===== src/rtl/sio_rx_pkg.sv =====
package sio_rx_pkg;

  localparam int DATA_W = 8;

  // control register layout, MSB first
  typedef struct packed {
    logic       irq_en;
    logic       two_stop;
    logic       odd_par;
    logic       par_en;
    logic [1:0] wlen;
  } rx_cfg_t;

  localparam int CFG_W = $bits(rx_cfg_t);

  typedef enum logic [2:0] {
    ST_IDLE,
    ST_START,
    ST_DATA,
    ST_PAR,
    ST_STOP1,
    ST_STOP2
  } rx_state_e;

endpackage


===== src/rtl/sio_rx_frame.sv =====
module sio_rx_frame
  import sio_rx_pkg::*;
#(
  parameter int OSR   = 16,
  parameter int DW    = DATA_W,
  parameter int SYNC  = 2
) (
  input  logic          clk,
  input  logic          rst_n,
  input  logic          tick,
  input  logic          rxd,
  input  rx_cfg_t       cfg,
  output logic          done,
  output logic [DW-1:0] data,
  output logic          perr,
  output logic          ferr
);

  localparam int CW = $clog2(OSR);
  localparam int BW = $clog2(DW);
  localparam logic [CW-1:0] MID_CNT = CW'(OSR/2 - 1);
  localparam logic [CW-1:0] END_CNT = CW'(OSR - 1);

  // input synchronizer
  logic [SYNC:0] sync_q;
  assign sync_q[0] = rxd;
  for (genvar g = 0; g < SYNC; g++) begin : g_sync
    always_ff @(posedge clk or negedge rst_n) begin
      if (!rst_n) sync_q[g+1] <= 1'b1;
      else        sync_q[g+1] <= sync_q[g];
    end
  end
  logic line;
  assign line = sync_q[SYNC];

  rx_state_e       st;
  logic [CW-1:0]   cnt;
  logic [BW-1:0]   bidx;
  logic            par_acc;
  logic [BW-1:0]   last_idx;

  assign last_idx = BW'(cfg.wlen) + BW'(DW - 4);

  always_ff @(posedge clk or negedge rst_n) begin
    if (!rst_n) begin
      st      <= ST_IDLE;
      cnt     <= '0;
      bidx    <= '0;
      par_acc <= 1'b0;
      data    <= '0;
      perr    <= 1'b0;
      ferr    <= 1'b0;
      done    <= 1'b0;
    end else begin
      done <= 1'b0;
      if (tick) begin
        unique case (st)
          ST_IDLE: begin
            if (!line) begin
              st  <= ST_START;
              cnt <= '0;
            end
          end
          ST_START: begin
            if (cnt == MID_CNT) begin
              cnt <= '0;
              if (!line) begin
                st      <= ST_DATA;
                bidx    <= '0;
                par_acc <= 1'b0;
                data    <= '0;
                perr    <= 1'b0;
              end else begin
                st <= ST_IDLE;
              end
            end else begin
              cnt <= cnt + 1'b1;
            end
          end
          ST_DATA: begin
            if (cnt == END_CNT) begin
              cnt        <= '0;
              data[bidx] <= line;
              par_acc    <= par_acc ^ line;
              if (bidx == last_idx) st <= cfg.par_en ? ST_PAR : ST_STOP1;
              else                  bidx <= bidx + 1'b1;
            end else begin
              cnt <= cnt + 1'b1;
            end
          end
          ST_PAR: begin
            if (cnt == END_CNT) begin
              cnt  <= '0;
              perr <= (par_acc ^ line) != cfg.odd_par;
              st   <= ST_STOP1;
            end else begin
              cnt <= cnt + 1'b1;
            end
          end
          ST_STOP1: begin
            if (cnt == END_CNT) begin
              cnt  <= '0;
              ferr <= !line;
              if (cfg.two_stop) begin
                st <= ST_STOP2;
              end else begin
                st   <= ST_IDLE;
                done <= 1'b1;
              end
            end else begin
              cnt <= cnt + 1'b1;
            end
          end
          ST_STOP2: begin
            if (cnt == END_CNT) begin
              cnt  <= '0;
              ferr <= ferr | !line;
              st   <= ST_IDLE;
              done <= 1'b1;
            end else begin
              cnt <= cnt + 1'b1;
            end
          end
          default: st <= ST_IDLE;
        endcase
      end
    end
  end

endmodule


===== src/rtl/sio_rx_hold.sv =====
module sio_rx_hold #(
  parameter int DW = 8
) (
  input  logic          clk,
  input  logic          rst_n,
  input  logic          done,
  input  logic [DW-1:0] din,
  input  logic          pe_in,
  input  logic          fe_in,
  input  logic          rd_data,
  output logic [DW-1:0] hold_q,
  output logic          da_q,
  output logic          ovr_q,
  output logic          pe_q,
  output logic          fe_q
);

  // a read in the completion cycle frees the slot first
  logic slot_free;
  assign slot_free = !da_q || rd_data;

  always_ff @(posedge clk or negedge rst_n) begin
    if (!rst_n) begin
      hold_q <= '0;
      da_q   <= 1'b0;
      ovr_q  <= 1'b0;
      pe_q   <= 1'b0;
      fe_q   <= 1'b0;
    end else begin
      if (done && slot_free) begin
        hold_q <= din;
        pe_q   <= pe_in;
        fe_q   <= fe_in;
        da_q   <= 1'b1;
      end else if (rd_data) begin
        da_q <= 1'b0;
      end

      if (done && !slot_free) ovr_q <= 1'b1;
      else if (rd_data)       ovr_q <= 1'b0;
    end
  end

endmodule


===== src/rtl/sio_rx_bus.sv =====
module sio_rx_bus
  import sio_rx_pkg::*;
#(
  parameter int DW = DATA_W,
  parameter logic [CFG_W-1:0] CFG_RST = CFG_W'(6'h03)
) (
  input  logic          clk,
  input  logic          rst_n,
  input  logic          cs,
  input  logic          rsel,
  input  logic          rd,
  input  logic          wr,
  input  logic [DW-1:0] wdata,
  input  logic [DW-1:0] hold_q,
  input  logic          da_q,
  input  logic          ovr_q,
  input  logic          pe_q,
  input  logic          fe_q,
  output rx_cfg_t       cfg,
  output logic          rd_data,
  output logic [DW-1:0] rdata,
  output logic          irq
);

  logic [DW-1:0] status;
  assign status  = DW'({fe_q, pe_q, ovr_q, da_q});
  assign rd_data = cs && rd && !rsel;

  always_ff @(posedge clk or negedge rst_n) begin
    if (!rst_n)                cfg <= rx_cfg_t'(CFG_RST);
    else if (cs && wr && rsel) cfg <= rx_cfg_t'(wdata[CFG_W-1:0]);
  end

  always_comb begin
    if (cs && rd) rdata = rsel ? status : hold_q;
    else          rdata = '0;
  end

  assign irq = cfg.irq_en && (da_q || ovr_q);

endmodule


===== src/rtl/sio_rx_top.sv =====
module sio_rx_top
  import sio_rx_pkg::*;
#(
  parameter int OSR  = 16,
  parameter int SYNC = 2
) (
  input  logic              clk,
  input  logic              rst_n,
  input  logic              sample_en,
  input  logic              rxd,
  input  logic              cs,
  input  logic              rsel,
  input  logic              rd,
  input  logic              wr,
  input  logic [DATA_W-1:0] wdata,
  output logic [DATA_W-1:0] rdata,
  output logic              data_avail,
  output logic              irq
);

  rx_cfg_t           cfg;
  logic              frm_done;
  logic [DATA_W-1:0] frm_data;
  logic              frm_pe;
  logic              frm_fe;
  logic [DATA_W-1:0] hold_data;
  logic              st_da;
  logic              st_ovr;
  logic              st_pe;
  logic              st_fe;
  logic              rd_data;

  sio_rx_frame #(.OSR(OSR), .DW(DATA_W), .SYNC(SYNC)) u_frame (
    .clk  (clk),
    .rst_n(rst_n),
    .tick (sample_en),
    .rxd  (rxd),
    .cfg  (cfg),
    .done (frm_done),
    .data (frm_data),
    .perr (frm_pe),
    .ferr (frm_fe)
  );

  sio_rx_hold #(.DW(DATA_W)) u_hold (
    .clk    (clk),
    .rst_n  (rst_n),
    .done   (frm_done),
    .din    (frm_data),
    .pe_in  (frm_pe),
    .fe_in  (frm_fe),
    .rd_data(rd_data),
    .hold_q (hold_data),
    .da_q   (st_da),
    .ovr_q  (st_ovr),
    .pe_q   (st_pe),
    .fe_q   (st_fe)
  );

  sio_rx_bus #(.DW(DATA_W)) u_bus (
    .clk    (clk),
    .rst_n  (rst_n),
    .cs     (cs),
    .rsel   (rsel),
    .rd     (rd),
    .wr     (wr),
    .wdata  (wdata),
    .hold_q (hold_data),
    .da_q   (st_da),
    .ovr_q  (st_ovr),
    .pe_q   (st_pe),
    .fe_q   (st_fe),
    .cfg    (cfg),
    .rd_data(rd_data),
    .rdata  (rdata),
    .irq    (irq)
  );

  assign data_avail = st_da;

endmodule


===== config.mk =====
export PLATFORM = sky130hd
export DESIGN_NAME = sio_rx_top
export DESIGN_NICKNAME = d
export VERILOG_FILES = /design/src/rtl/sio_rx_pkg.sv /design/src/rtl/sio_rx_frame.sv /design/src/rtl/sio_rx_hold.sv /design/src/rtl/sio_rx_bus.sv /design/src/rtl/sio_rx_top.sv
export SDC_FILE = /design/constraint.sdc
export NUM_CORES = 1
export LEC_CHECK = 0
export ABC_AREA = 1
export CORE_UTILIZATION = 60
export DETAILED_ROUTE_END_ITERATION = 6
export GPL_TIMING_DRIVEN = 1
export PLACE_DENSITY_LB_ADDON = 0.3
export SETUP_SLACK_MARGIN = 0.3
export SYNTH_ARGS = -nofsm -noshare
export SYNTH_HDL_FRONTEND = slang
export SYNTH_SLANG_ARGS = --single-unit

===== constraint.sdc =====
create_clock -name clk -period 2.3 [get_ports clk]
set_clock_uncertainty 0.1 [all_clocks]
set_input_delay 0.575 -clock clk [delete_from_list [all_inputs] [get_ports clk]]
set_output_delay 0.575 -clock clk [all_outputs]
set_load 0.01 [all_outputs]

## Word level (Yosys, flattened, before mapping)

Cells that the tools add are included.

| operators by class | value |
|---|---|
| $add $sub $neg | 3 |
| order comparisons | 2 |
| equality and inequality tests | 18 |
| mux-type cells | 46 |
| bitwise operators | 2 |
| reductions and logical operators | 28 |

Operators with widths:

| operator | count |
|---|---|
| 8-bit two-way mux | 5 |
| 3-bit two-way mux | 13 |
| 3-bit one-hot mux with 6 select lines | 1 |
| 8-bit one-hot mux with 2 select lines | 1 |
| 1-bit two-way mux | 14 |
| 4-bit two-way mux | 3 |
| 2-bit by 1-bit inequality test with 1-bit output (second input constant) | 6 |
| 4-bit one-hot mux with 3 select lines | 1 |
| 5-bit AND reduction | 2 |
| 2-bit nonzero test | 5 |
| 8-bit bitwise mux | 1 |
| 1-bit logical AND | 8 |
| 1-bit one-hot mux with 2 select lines | 4 |
| 8-bit AND reduction | 1 |
| 3-bit by 2-bit equality test with 1-bit output (second input constant) | 2 |
| 3-bit equality test (second input constant) | 2 |
| 2-bit inequality test (second input constant) | 3 |
| 3-bit one-hot mux with 2 select lines | 1 |
| 6-bit AND reduction | 1 |
| 4-bit by 1-bit adder with 4-bit output (second input constant) | 1 |
| 4-bit by 3-bit equality test with 1-bit output (second input constant) | 1 |
| 4-bit equality test (second input constant) | 1 |
| 1-bit logical NOT | 4 |
| 3-bit by 4-bit < comparator with 1-bit output (second input constant) | 1 |
| other kinds (16) | 17 |

| storage, ports and cells | value |
|---|---|
| register bits | 42 |
| input bits | 16 |
| output and inout bits | 10 |
| word-level logic and storage cells | 119 |

## Logic depth before layout (Yosys ltp)

| depth | value |
|---|---|
| depth in word-level cells | 7 |
| depth in mapped cells | 10 |
| mapped depth without buffers | 9 |

## Cells and area by module

Synthesis repeated with hierarchy kept, for this count alone.

| second synthesis, totals | value |
|---|---|
| cells, all modules | 316 |
| area, all modules | 2359.8 um2 |

Modules (own cells, without submodules):

| module | instances | cells an instance | area an instance (um2) | seq. area each (um2) |
|---|---|---|---|---|
| sio_rx_frame | 1 | 214 | 1512.7 | 603.1 |
| sio_rx_hold | 1 | 51 | 481.7 | 300.3 |
| sio_rx_bus | 1 | 51 | 365.4 | 152.6 |

## Worst setup path after synthesis

OpenSTA, ideal clock, no wires.

| path | value |
|---|---|
| kind | in2out |
| start point | input rsel |
| end point | output rdata[2] |
| data arrival time | 1120 ps |
| data required time | 1625 ps |
| path slack | 505 ps |
| stages on the path | 4 |
| buffers on the path | 1 |
| cells stage by stage | buf_2 inv_1 nand2_1 a21oi_1 |

| on the way | value |
|---|---|
| cells in the longest elaborated chain, start to end | 2 |

RTL lines:

| what | line | source |
|---|---|---|
| start: declaration | sio_rx_top.sv:12 | `input logic rsel,` |
| 8-bit two-way mux (2 in a row) | sio_rx_bus.sv:35 | `if (cs && rd) rdata = rsel ? status : hold_q;` |
| end: declaration | sio_rx_top.sv:16 | `output logic [DATA_W-1:0] rdata,` |

Every way passes these cells.

## Worst setup path in the final report

| path | value |
|---|---|
| start point | input rd |
| end point | output rdata[1] |

| on the way | value |
|---|---|
| cells in the longest elaborated chain, start to end | 2 |

RTL lines:

| what | line | source |
|---|---|---|
| start: declaration | sio_rx_top.sv:13 | `input logic rd,` |
| 1-bit logical AND | sio_rx_bus.sv:35 |  |
| 8-bit two-way mux | sio_rx_bus.sv:35 |  |

Every way passes these cells.

==> metrics.txt <==
syn_area_per_cell=7.83 um2; P&R area growth vs syn=16.6%; fin cells=374; total die area=0.00409 mm2; warnings from Yosys=0; Detail Placement HPWL=3060 um; total track usage=24.9%; max cap viols=0; dominant synthesized flop cell=dfrtp_1; WL met3=about 220 um; via count=1,965; row cnt=22; initial antenna violation count=0; Clock Latency Late Sink=between 200 and 300 ps; final setup violation count=0; CP peak stage delay=between 200 and 250 ps; CTS clock-pin slew for the worst setup and hold paths=70 ps; WS Path Type=input pin to primary output; Post-synth EDFFs=0; Mapped Area=0.00230 mm2; Worst Setup End Kind=primary output; post-synth top area cell=dfrtp_1; M1 WL=1990 um; setup ws final=389 ps; commonest non-fill, non-tap cell in the layout=nand2_1; DRT Wirelength=4300 um; routed len/inst=11.5 um; # nets final=343; Final Max Slew Viols=0; gr ovfl total=0; r2r startpoint=u_frame.cnt[0]$_DFFE_PN0P_; port bufs=23; status=finished, final reports clean; Starting Density=62.9%; post-route ant nets=0; PwrDens=832 mW/mm2; Die Span X=64.0 um; Synth top area share=41.3%; Yosys cell types=29; DR vias/cell=5.25; gpl congestion=0.887; Worst VDD drop=roughly 0.6 mV; register area share after synthesis=45.8%; Tmin final=roughly 1900 ps; first drt pass iteration count=5; pre-CTS setup slack=-415 ps; Root Buffer=clkbuf_8; Final Cycle Share=83.1%; # hold bufs at CTS=0; worst slew pin tran=499 ps; Cells after Synth=around 300; cells on worst reg2reg path=8; critical path startpoint category=input pin; uppermost routed layer=met4; Final Power=2.23 mW; DR DRC count=0; R2R setup slack=560 ps; share of layout cells above drive strength 1=a little under a fifth; CTS tree=built; synth top area cells=dfrtp_1, nand2_1, nand3_1; crit path launch=rd; #FFs+latches synth=42; die height=64.0 um; Setup TNS Final=0 ps; htree depth=2; clock sink total=42; global-route wire length before repair=7780 um; CP max stage cell=clkdlybuf4s15_1; R2R Path End=u_frame.bidx[1]$_DFFE_PN0P_; Placed Instances=approximately 360; slew margin rel.=about 67%; crit-path max FO=5; ant diodes=0; number of I/O pins=26; most frequent cells in the layout=nand2_1, nand3_1, dfrtp_1, o21ai_0, inv_1; fmax=523 MHz; Hold Path Class=input pin to async pin; Hold Violations, Final=0; vias in the first global route=between 1.5k and 2k; met2 wire length=2040 um; largest net degree at the start of global routing=between 40 and 50; DRT iter0 DRCs=124; Core Footprint=0.00366 mm2; Worst Path Required=1620 ps; syn_nets=between 300 and 400; total CTS buffers=5; buffer depth of the longest clock path=2; Async SR Flop Fraction=100%; Cell Chain, Critical Path=clkdlybuf4s15_1, nand2_4, inv_2, o21ai_0, a21oi_1, buf_2; RSZ-0062 raised after global routing=false; crit path DAT=1240 ps; leakage power total=1.36 nW
worst max-delay path, delay by kind of cell:
kind                   cells  cell delay (ps)
AO/OA/AOI/OAI              2              180
buffers and inverters      3              400
AND/OR/NAND/NOR            1               80
flip-flops by register name, indices dropped and copies added, names as in the netlist:
signal and cells:
u_frame.line 1, u_hold.hold_q 8, u_frame.perr 1, u_frame.cnt 4, u_hold.da_q 1, u_frame.st 3, u_frame.done 1, u_frame.data 8
u_bus.cfg 6, u_hold.ovr_q 1, u_frame.bidx 3, u_frame.sync_q 1, u_hold.fe_q 1, u_frame.ferr 1, u_frame.par_acc 1, u_hold.pe_q 1
cell type report:
type,instances,area (um2)
clock inverters,3,40.0
flip-flops and latches,42,1060
repair buffers,32,251
well taps,48,60.1
multi-input cells,224,1130
fillers,294,976
inverters,20,75.1
clock buffers,5,68.8
synth_stat cells, types with 4 or more instances:
cell type and count:
a21oi_1 8, buf_2 4, dfrtp_1 38, dfstp_2 4
inv_1 16, inv_2 4, mux2_2 5, nand2_1 107
nand2_2 4, nand3_1 39, nand3b_1 5, nand4_1 4
nor2_1 13, o21ai_0 15, xor2_1 4
worst max path at each step:
stage                     to  slack [ps]  cells past startpoint
global route        rdata[1]         310                      6
finish              rdata[1]         390                      6
detailed placement  rdata[2]        -420                      5
floorplan           rdata[2]         510                      4
global placement    rdata[2]        -380                      5
CTS                 rdata[2]         310                      5
metrics by stage:
stage / cell area [um2] / hold WS, ps / util [%]
final: 2690 / 230 / 73.3
after global routing: 2690 / 261 / 73.3
after CTS: 2690 / 248 / 73.4
after detailed placement: 2580 / 249 / 70.6
after global placement: 2580 / 248 / 70.6
after floorplan: 2300 / 179 / -
routing by layer:
| metal | GRT usage (%) | up-vias |
|---|---|---|
| met3 | 6.43 | 8 |
| met2 | 39.8 | 55 |
| li1 | - | 1019 |
| met4 | 11.6 | 0 |
| met5 | 0 | - |
| met1 | 31.7 | 883 |
power by group:
part,total (mW),internal (mW),switching (mW)
registers,0.975,0.841,0.134
clock network,0.556,0.319,0.237
logic,0.703,0.252,0.450
total,2.23,1.41,0.821
logic make-up (layout without fill, tap and decap cells):
kind of cell	Yosys count	after routing	share of synthesized area (%)
xor+xnor	6	6	2.28
flops	42	42	45.8
compound gates	26	26	5.98
fa+ha+maj	2	2	1.09
buf+inv	28	60	5.43
mux	5	5	2.44
simple gates	185	185	36.9
repair_timing:
action | 4_1_cts | 5_1_grt
setup buffers | 3 | 0
resized for setup | 38 | 9
gates cloned | 0 | 0
pin swaps | 1 | 1
endpoints found under the setup margin | 9 | 8
(Power assumes the default switching activity.)
